$ cat src/rtl/wsel_pkg.sv
package wsel_pkg;
   typedef enum logic [1:0] {
      WSEL_LOLO = 2'b00,
      WSEL_LOHI = 2'b01,
      WSEL_HIHI = 2'b10,
      WSEL_RSVD = 2'b11
   } wsel_op_e;
endpackage

$ cat src/rtl/wsel_pick.sv
// Chooses the multiplier inputs from the two operands and flags the reserved code.
module wsel_pick #(
   parameter int XLEN = 64
) (
   input  logic [XLEN-1:0]   rs1,
   input  logic [XLEN-1:0]   rs2,
   input  logic [1:0]        op,
   output logic [XLEN/2-1:0] mcand,
   output logic [XLEN/2-1:0] mplier,
   output logic              illegal
);
   import wsel_pkg::*;
   localparam int HALF = XLEN / 2;

   initial begin
      assert (XLEN % 2 == 0 && XLEN >= 8)
         else $fatal(1, "wsel_pick: XLEN must be even and at least 8");
   end

   wsel_op_e op_e;
   assign op_e = wsel_op_e'(op);

   always_comb begin
      mcand   = rs1[HALF-1:0];
      mplier  = rs2[HALF-1:0];
      illegal = 1'b0;
      unique case (op_e)
         WSEL_LOLO: begin
            mcand  = rs1[HALF-1:0];
            mplier = rs2[HALF-1:0];
         end
         WSEL_LOHI: begin
            mcand  = rs1[HALF-1:0];
            mplier = rs2[XLEN-1:HALF];
         end
         WSEL_HIHI: begin
            mcand  = rs1[XLEN-1:HALF];
            mplier = rs2[XLEN-1:HALF];
         end
         default: begin
            mcand   = '0;
            mplier  = '0;
            illegal = 1'b1;
         end
      endcase
   end
endmodule

$ cat src/rtl/wsel_delay.sv
// Plain register delay line; zero depth is a wire.
module wsel_delay #(
   parameter int W     = 1,
   parameter int DEPTH = 1
) (
   input  logic         clk,
   input  logic [W-1:0] d,
   output logic [W-1:0] q
);
   initial begin
      assert (W >= 1 && DEPTH >= 0) else $fatal(1, "wsel_delay: bad parameters");
   end

   generate
      if (DEPTH == 0) begin : g_wire
         assign q = d;
      end else begin : g_regs
         logic [W-1:0] sr [DEPTH];
         always_ff @(posedge clk) begin
            sr[0] <= d;
            for (int i = 1; i < DEPTH; i++) sr[i] <= sr[i-1];
         end
         assign q = sr[DEPTH-1];
      end
   endgenerate
endmodule

$ cat src/rtl/wsel_valid_pipe.sv
// Valid shift chain; the only state that reset touches.
module wsel_valid_pipe #(
   parameter int DEPTH = 4
) (
   input  logic             clk,
   input  logic             rst,
   input  logic             vin,
   output logic [DEPTH-1:0] vstg
);
   initial begin
      assert (DEPTH >= 2) else $fatal(1, "wsel_valid_pipe: DEPTH must be at least 2");
   end

   always_ff @(posedge clk) begin
      if (rst) vstg <= '0;
      else     vstg <= {vstg[DEPTH-2:0], vin};
   end

   // after a reset edge no stage holds a valid operation
   a_r9_flush: assert property (@(posedge clk) rst |=> (vstg == '0));
endmodule

$ cat src/rtl/wsel_mul_pipe.sv
// Pipelined signed HALF x HALF -> 2*HALF multiplier with a sideband tag.
module wsel_mul_pipe #(
   parameter int HALF   = 32,
   parameter int STAGES = 4,
   parameter bit SPLIT  = 1'b1,
   parameter int TAGW   = 1
) (
   input  logic              clk,
   input  logic              rst,
   input  logic              in_v,
   input  logic [HALF-1:0]   in_a,
   input  logic [HALF-1:0]   in_b,
   input  logic [TAGW-1:0]   in_tag,
   output logic              out_v,
   output logic [2*HALF-1:0] out_prod,
   output logic [TAGW-1:0]   out_tag
);
   localparam int PW     = 2 * HALF;
   localparam int CORE   = SPLIT ? 3 : 2;
   localparam int TAIL   = STAGES - CORE;
   localparam int LO     = HALF / 2;
   localparam int HB     = HALF - LO;
   localparam logic [HALF-1:0] MINV  = {1'b1, {(HALF-1){1'b0}}};
   localparam logic [PW-1:0]   MINSQ = {2'b01, {(PW-2){1'b0}}};

   initial begin
      assert (STAGES >= CORE) else $fatal(1, "wsel_mul_pipe: STAGES too small for variant");
      assert (HALF >= 4)      else $fatal(1, "wsel_mul_pipe: HALF too small");
   end

   function automatic logic [PW-1:0] sx(input logic [HALF-1:0] x);
      return {{HALF{x[HALF-1]}}, x};
   endfunction

   logic [STAGES-1:0] vstg;
   logic [HALF-1:0]   a_q, b_q;
   logic [TAGW-1:0]   tag_q;
   logic [PW-1:0]     core_prod;

   wsel_valid_pipe #(.DEPTH(STAGES)) u_vld (
      .clk (clk),
      .rst (rst),
      .vin (in_v),
      .vstg(vstg)
   );

   always_ff @(posedge clk) begin
      a_q   <= in_a;
      b_q   <= in_b;
      tag_q <= in_tag;
   end

   generate
      if (SPLIT) begin : g_split
         logic [PW-1:0] pl_n, ph_n, pl_q, ph_q, sum_q;
         always_comb begin
            pl_n = sx(a_q) * {{(PW-LO){1'b0}}, b_q[LO-1:0]};
            ph_n = sx(a_q) * {{(PW-HB){b_q[HALF-1]}}, b_q[HALF-1:LO]};
         end
         always_ff @(posedge clk) begin
            pl_q  <= pl_n;
            ph_q  <= ph_n;
            sum_q <= pl_q + (ph_q << LO);
         end
         assign core_prod = sum_q;

         // most negative squared reaches the positive 2^(PW-2)
         a_r5_min_square: assert property (@(posedge clk) disable iff (rst)
            (vstg[0] && a_q == MINV && b_q == MINV) |=> ##1 (sum_q == MINSQ));
         // a multiplicand of all ones is -1, so the sum negates the multiplier
         a_r1_neg_one: assert property (@(posedge clk) disable iff (rst)
            (vstg[0] && a_q == '1) |=> ##1 (sum_q == (~sx($past(b_q, 2)) + 1'b1)));
      end else begin : g_direct
         logic [PW-1:0] prod_q;
         always_ff @(posedge clk) prod_q <= sx(a_q) * sx(b_q);
         assign core_prod = prod_q;

         a_r5_min_square: assert property (@(posedge clk) disable iff (rst)
            (vstg[0] && a_q == MINV && b_q == MINV) |=> (prod_q == MINSQ));
         a_r1_neg_one: assert property (@(posedge clk) disable iff (rst)
            (vstg[0] && a_q == '1) |=> (prod_q == (~sx($past(b_q)) + 1'b1)));
      end
   endgenerate

   wsel_delay #(.W(PW), .DEPTH(TAIL)) u_tail (
      .clk(clk),
      .d  (core_prod),
      .q  (out_prod)
   );

   wsel_delay #(.W(TAGW), .DEPTH(STAGES-1)) u_tag (
      .clk(clk),
      .d  (tag_q),
      .q  (out_tag)
   );

   assign out_v = vstg[STAGES-1];
endmodule

$ cat src/rtl/wsel_mul.sv
// Top: word selection, pipelined signed multiply, reserved-code zeroing.
module wsel_mul #(
   parameter int XLEN      = 64,
   parameter int LATENCY   = 4,
   parameter bit SPLIT_MUL = 1'b1
) (
   input  logic            clk,
   input  logic            rst,
   input  logic            in_valid,
   output logic            in_ready,
   input  logic [1:0]      in_op,
   input  logic [XLEN-1:0] in_rs1,
   input  logic [XLEN-1:0] in_rs2,
   output logic            out_valid,
   output logic            out_illegal,
   output logic [XLEN-1:0] out_data
);
   localparam int HALF = XLEN / 2;
   localparam int CW   = $clog2(LATENCY + 1) + 1;

   initial begin
      assert (LATENCY >= (SPLIT_MUL ? 3 : 2))
         else $fatal(1, "wsel_mul: LATENCY too small for the chosen multiplier");
   end

   logic [HALF-1:0] mcand, mplier;
   logic            sel_ill;
   logic            pipe_ill;
   logic [XLEN-1:0] pipe_prod;

   assign in_ready = 1'b1;

   wsel_pick #(.XLEN(XLEN)) u_pick (
      .rs1    (in_rs1),
      .rs2    (in_rs2),
      .op     (in_op),
      .mcand  (mcand),
      .mplier (mplier),
      .illegal(sel_ill)
   );

   wsel_mul_pipe #(.HALF(HALF), .STAGES(LATENCY), .SPLIT(SPLIT_MUL), .TAGW(1)) u_pipe (
      .clk     (clk),
      .rst     (rst),
      .in_v    (in_valid),
      .in_a    (mcand),
      .in_b    (mplier),
      .in_tag  (sel_ill),
      .out_v   (out_valid),
      .out_prod(pipe_prod),
      .out_tag (pipe_ill)
   );

   assign out_illegal = pipe_ill;
   assign out_data    = pipe_ill ? '0 : pipe_prod;

   // In-flight bookkeeping used only by the checks below.
   logic [CW-1:0] inflight, ill_inflight;
   always_ff @(posedge clk) begin
      if (rst) begin
         inflight     <= '0;
         ill_inflight <= '0;
      end else begin
         inflight     <= inflight + CW'(in_valid) - CW'(out_valid);
         ill_inflight <= ill_inflight + CW'(in_valid && in_op == 2'b11)
                                      - CW'(out_valid && out_illegal);
      end
   end

   // every result matches an accepted operation, and no more than LATENCY are pending
   a_r7_no_orphan: assert property (@(posedge clk) disable iff (rst)
      out_valid |-> (inflight != '0));
   a_r7_bounded: assert property (@(posedge clk) disable iff (rst)
      inflight <= CW'(LATENCY));
   // an illegal result only appears for an accepted reserved code
   a_r6_illegal_tracked: assert property (@(posedge clk) disable iff (rst)
      (out_valid && out_illegal) |-> (ill_inflight != '0));
endmodule

$ cat config.mk
export PLATFORM = sky130hd
export DESIGN_NAME = wsel_mul
export DESIGN_NICKNAME = d
export VERILOG_FILES = /design/src/rtl/wsel_pkg.sv /design/src/rtl/wsel_pick.sv /design/src/rtl/wsel_delay.sv /design/src/rtl/wsel_valid_pipe.sv /design/src/rtl/wsel_mul_pipe.sv /design/src/rtl/wsel_mul.sv
export SDC_FILE = /design/constraint.sdc
export NUM_CORES = 2
export LEC_CHECK = 0
export BUFFER_PORTS_ARGS = -buffer_cell sky130_fd_sc_hd__buf_2
export CORE_ASPECT_RATIO = 0.7
export CORE_MARGIN = 4
export CORE_UTILIZATION = 38
export CTS_BUF_LIST = sky130_fd_sc_hd__clkbuf_4
export CTS_CLUSTER_SIZE = 30
export DETAILED_ROUTE_END_ITERATION = 10
export GPL_TIMING_DRIVEN = 0
export HOLD_SLACK_MARGIN = 0.05
export PLACE_DENSITY_LB_ADDON = 0.25
export SLEW_MARGIN = 20
export SYNTH_ARGS = -nofsm -noshare
export SYNTH_HDL_FRONTEND = slang
export SYNTH_SLANG_ARGS = --single-unit
$ cat constraint.sdc
create_clock -name clk -period 7.7 [get_ports clk]
set_input_delay 0.385 -clock clk [delete_from_list [all_inputs] [get_ports clk]]
set_output_delay 0.385 -clock clk [all_outputs]
set_load 0.01 [all_outputs]
# ---- Word-level counts from Yosys, hierarchy flattened
# Memory sizes are Yosys's and may differ from the RTL's.
# Cells that the tools add are included.
dict set report word_totals {
  reg_bits 245
  ram_bits 67
  inputBits 133
  output_inout_bits 67
  word_cells 22
  memories 2
}
dict set report op_classes {
  add_sub_neg 1
  mul 2
  eq_ne 2
  mux 4
  n_reduce_logical 4
}
# memory depth width rd rd_clocked_by_memory_dff wr line
set memory_table {}
lappend memory_table {u_pipe.u_tail.g_regs.sr 1 64 1 0 1 wsel_delay.sv:18} ;# logic [W-1:0] sr [DEPTH];
lappend memory_table {u_pipe.u_tag.g_regs.sr 3 1 3 0 3 wsel_delay.sv:18}
# op count
set op_table {}
lappend op_table {{$pmux 32 s2} 2}
lappend op_table {{$add 64x64->64} 1}
lappend op_table {{$mux 64} 1}
lappend op_table {{$mul 32x17->49} 1}
lappend op_table {{$mul 32x16->48} 1}
lappend op_table {{$reduce_or 2->1} 2}
lappend op_table {{$reduce_or 3->1} 1}
lappend op_table {{$eq 2x1->1 const B} 1}
lappend op_table {{$eq 2x2->1 const B} 1}
lappend op_table {{$logic_not 2->1} 1}
lappend op_table {{$mux 1} 1}

# ---- Longest topological paths before layout
dict set report depth {
  word_depth 3
  depth_mapped 26
  depth_no_buf 25
}

# ---- By module
# From an unflattened synthesis, not the netlist that was laid out.
dict set report hier_totals {
  cells_unflattened 5055
  hier_area_um2 46126.7
}
# mod n_inst cells_per_inst area_per_inst_um2 seq_area_each_um2
set modules_own_cells {}
lappend modules_own_cells {wsel_mul_pipe 1 4718 42991.2 4524.3}
lappend modules_own_cells {{wsel_delay (u_pipe.u_tail)} 1 64 1281.2 1281.2}
lappend modules_own_cells {wsel_pick 1 189 1041.0 0.0}
lappend modules_own_cells {wsel_mul 1 73 648.1 0.0}
lappend modules_own_cells {wsel_valid_pipe 1 8 105.1 80.1}
lappend modules_own_cells {{wsel_delay (u_pipe.u_tag)} 1 3 60.1 60.1}

# ---- Worst setup path before layout
# OpenSTA, ideal clock, no wires.
dict set report synth_path {
  path_kind {register -> register}
  startpoint {reg u_pipe.a_q[7]}
  endpoint {reg u_pipe.g_split.ph_q[47]}
  setup_time_ns 0.120
  t_arrival_ns 6.092
  t_required_ns 7.580
  path_slack_ns 1.488
  stages_incl_launch_ff 24
  n_path_buf 1
  synth_period_minus_slack_ns 6.212
  cell_sequence {dfxtp_1 > clkbuf_1 > nand2_1 > fa_1 > inv_1 > fa_1 > inv_1 > fa_1 > inv_1 > fa_1 > fa_1 > inv_1 > fa_1 > inv_1 > ha_1 > nand2_1 > or3_4 > o41ai_4 > nor3_1 > or2_4 > o31a_4 > a31oi_4 > nor2_1 > a211o_1}
}
dict set report synth_between {
  elab_chain_len 1
}
# item line
set synth_lines {}
lappend synth_lines {{start: declaration} wsel_mul_pipe.sv:36} ;# logic [HALF-1:0] a_q, b_q;
lappend synth_lines {{start signal: assignment} wsel_mul_pipe.sv:48} ;# a_q <= in_a;
lappend synth_lines {{$mul 32x16->48} wsel_mul_pipe.sv:58} ;# ph_n = sx(a_q) * {{(PW-HB){b_q[HALF-1]}}, b_q[HALF-1:LO]};
lappend synth_lines {{net u_pipe.g_split.ph_n[47]} wsel_mul_pipe.sv:55} ;# logic [PW-1:0] pl_n, ph_n, pl_q, ph_q, sum_q;
lappend synth_lines {{end signal: assignment} wsel_mul_pipe.sv:62} ;# ph_q <= ph_n;
lappend synth_lines {{end: declaration} wsel_mul_pipe.sv:55}
# The timed path passes the listed nets, and every way through them passes these cells.
# A chain may end at the register's enable or synchronous reset.

# ---- Worst setup path in the final report
dict set report layout_path {
  startpoint {reg u_pipe.a_q[1]}
  endpoint {reg u_pipe.g_split.ph_q[46]}
}
# Same word-level chain as after synthesis.

==> qor.txt <==
WL/cell = 23.8 µm
Clock Tree Root = clkbuf_4
final worst-path cycle share = 98.7%
dpl cell area = 0.0486 mm²
status = finished clean
vias in the first global route = 36,000
Distinct cells, synth = 83
DRT iter0 DRCs = 3,239
share of cells above drive strength 1 = 8.96%
number of synthesized flops with an enable pin = 0
chip height = 298 µm
top cells by area, synth = fa_1 43%, dfxtp_1 13%, inv_1 9.6%
Syn Area/Cell = 9.14 µm²
first-pass GRT wire length = 246 mm
Critical R2R Launch = u_pipe.a_q[1]
Synth top area share = 42.8%
register bit total from synthesis = 297
clk buf depth = 3
Mapped Nets = 6,381
Final Cell Area = 0.0512 mm²
worst-case reg-to-reg path depth = 22
Max Fclk = 132 MHz
Synth Cell Area = 0.0456 mm²
worst slew pin tran = 1.11 ns
Nets = 6,793
H-tree depth = 3
data required time of the worst path = 8.51 ns
RSZ-0062 raised after global routing = no
Final Hold Fails = 0
starting density of the core = 38.3%
I/O pin count = 200
GP Congestion = 1.04
static leakage = 25.9 nW
setup violators final = 0
vias = 35,200
cts bufs inserted = 79
CP Capture Type = register
CTS tree = yes
CP Launch Point = u_pipe.a_q[1]
total routed wirelength = 167 mm
HP Start = rst
minimum clock period = 7.60 ns
FILL cells = 11,900
Setup Total Neg Slack = 0 ns
site row count = 106
PortBufs = 198
HPWL after DPL = 141 mm
Synth top cells by count = 1,167 x inv_1, 976 x fa_1, 670 x nand2_1
Synth-to-Final Area Change = 12.2%
die area = 0.126 mm²
placed cell count = 6,755
Hold Crit Class = in2reg
hold path cells = 3
Worst R2R End = u_pipe.g_split.ph_q[46]
Core Area = 0.119 mm²
top-count cell post-synth = inv_1
PwrDens = 336 mW/mm²
Yosys Warn Count = 0
DRC errors left = 0
max-slew violations = 0
Post-Synthesis Cells = 4,990
crit path DAT = 8.41 ns
non-filler cells, final = 7,025
Worst slew margin = 25.8%
Worst Hold Endpoint = u_pipe.u_vld.vstg[1]
post-synthesis sequential area ratio = 13.0%
CP Max Fanout = 10
Worst-path clk slew = 0.07 ns
DIE WIDTH = 422 µm
count of clock tree sinks = 297
Clk Latency, worst-skew pair = 0.89 ns
largest net degree at the start of global routing = 17
Worst setup SP type = register
Via-to-Cell Ratio = 5.01
Power Total = 17.2 mW
Async SR Flop Fraction = 0%
Antenna Nets Post-Route = 0
R2R Setup Slk = 0.1 ns
Worst VDD drop = 0.389 mV
fin util = 42.9%
kind of critical path = reg2reg
Max-Cap Viols = 0
First-pass DRT Iterations = 6
Setup Skew = 0.0741 ns
largest area contributor in the netlist = fa_1
GRT Util Overall = 26.7%
initial antenna violation count = 10
predominant post-synthesis flop cell = dfxtp_1
gr ovfl total = 0
-- sequential cells by signal, indices dropped and copies added, names as in the netlist --
register,count
u_pipe.u_vld.vstg,4
u_pipe.tag_q,1
u_pipe.b_q,32
u_pipe.u_tail.g_regs.sr,64
u_pipe.core_prod,64
u_pipe.a_q,32
u_pipe.g_split.ph_q,48
u_pipe.g_split.pl_q,49
u_pipe.u_tag.g_regs.sr,3
-- cell type report --
| class | count | area [µm²] | share of cell area, % |
|---|---|---|---|
| antenna | 4 | 10.0 | 0.0196 |
| buffer | 237 | 1080 | 2.11 |
| clock buffer | 108 | 811 | 1.58 |
| clock inverter | 26 | 225 | 0.440 |
| inverter | 1168 | 4380 | 8.57 |
| multi-input combinational | 3288 | 34400 | 67.3 |
| sequential | 297 | 5950 | 11.6 |
| tap | 1566 | 1960 | 3.83 |
| timing repair buffer | 331 | 2340 | 4.57 |
-- worst max path at each step --
stage,to,slack (ns)
2_1_floorplan,u_pipe.g_split.ph_q[47],1.49
3_3_place_gp,u_pipe.g_split.ph_q[46],-0.42
3_5_place_dp,u_pipe.g_split.ph_q[46],-0.41
4_1_cts,u_pipe.g_split.ph_q[46],0.006
5_1_grt,u_pipe.g_split.pl_q[46],0.0008
6_report,u_pipe.g_split.ph_q[46],0.1
-- cells by family (layout without fill, tap and decap cells) --
kind of cell / Yosys count / after routing / share of synthesized area, %
AND/OR/NAND/NOR: 1418 / 1418 / 14.9
buffers and inverters: 1405 / 1870 / 11.6
adder cells (fa/ha/maj): 1258 / 1258 / 50.6
AO/OA/AOI/OAI: 466 / 466 / 7.09
flip-flops: 297 / 297 / 13.0
XOR/XNOR: 145 / 145 / 2.78
other: 1 / 5 / 0.00822
-- worst max-delay path, stage by stage, from the launching register on --
cell	delay, ns
dfxtp_1	0.53
clkbuf_1	0.71
nand2_1	0.19
fa_1	0.55
fa_1	0.53
inv_1	0.08
fa_1	0.39
fa_1	0.44
fa_1	0.51
inv_1	0.05
fa_1	0.82
inv_1	0.09
ha_1	0.38
and2_2	0.25
a221o_1	0.34
a21oi_1	0.22
o32ai_1	0.18
o31ai_1	0.35
a21oi_1	0.13
o221ai_1	0.41
o21ba_2	0.24
nand3_1	0.08
o311ai_1	0.08
-- power breakdown --
part / internal [mW] / switching (mW) / total (mW)
clock: 0.785 / 0.669 / 1.45
sequential: 2.29 / 0.257 / 2.55
combinational: 5.05 / 8.12 / 13.2
-- per-stage QoR --
stage               worst slack, ns  hold slack [ns]
floorplan                      1.49            0.310
finish                       0.0971            0.230
CTS                         0.00588            0.119
detailed placement           -0.408            0.312
global placement             -0.417            0.312
global route               0.000801            0.181
-- cells in the final DEF, fill, tap and decap left out, drive strengths merged, types with 132 or more instances in the layout --
cell type / instances
fa: 976
dfxtp: 297
nand2: 671
inv: 1170
ha: 282
clkbuf: 334
dlygate4sd3: 132
and2: 393
nor2: 145
buf: 210
-- layer usage --
layer | wire length, µm | track usage (%) | part of all wire, %
met5 | 13 | 0 | 0.0078
met4 | 5350 | 7.64 | 3.2
met3 | 24300 | 12.8 | 15
met2 | 61900 | 34.2 | 37
met1 | 75800 | 39.3 | 45
-- repair_timing --
action                                 CTS  global route
endpoints found under the hold margin   69             0
buffers inserted                         0             0
setup endpoints to repair               22            28
hold buffers                           132             0
resized for setup                       50           186
cloned                                   0             0
pin swaps                                0             0
No activity file was read; power rests on OpenSTA's default activity.
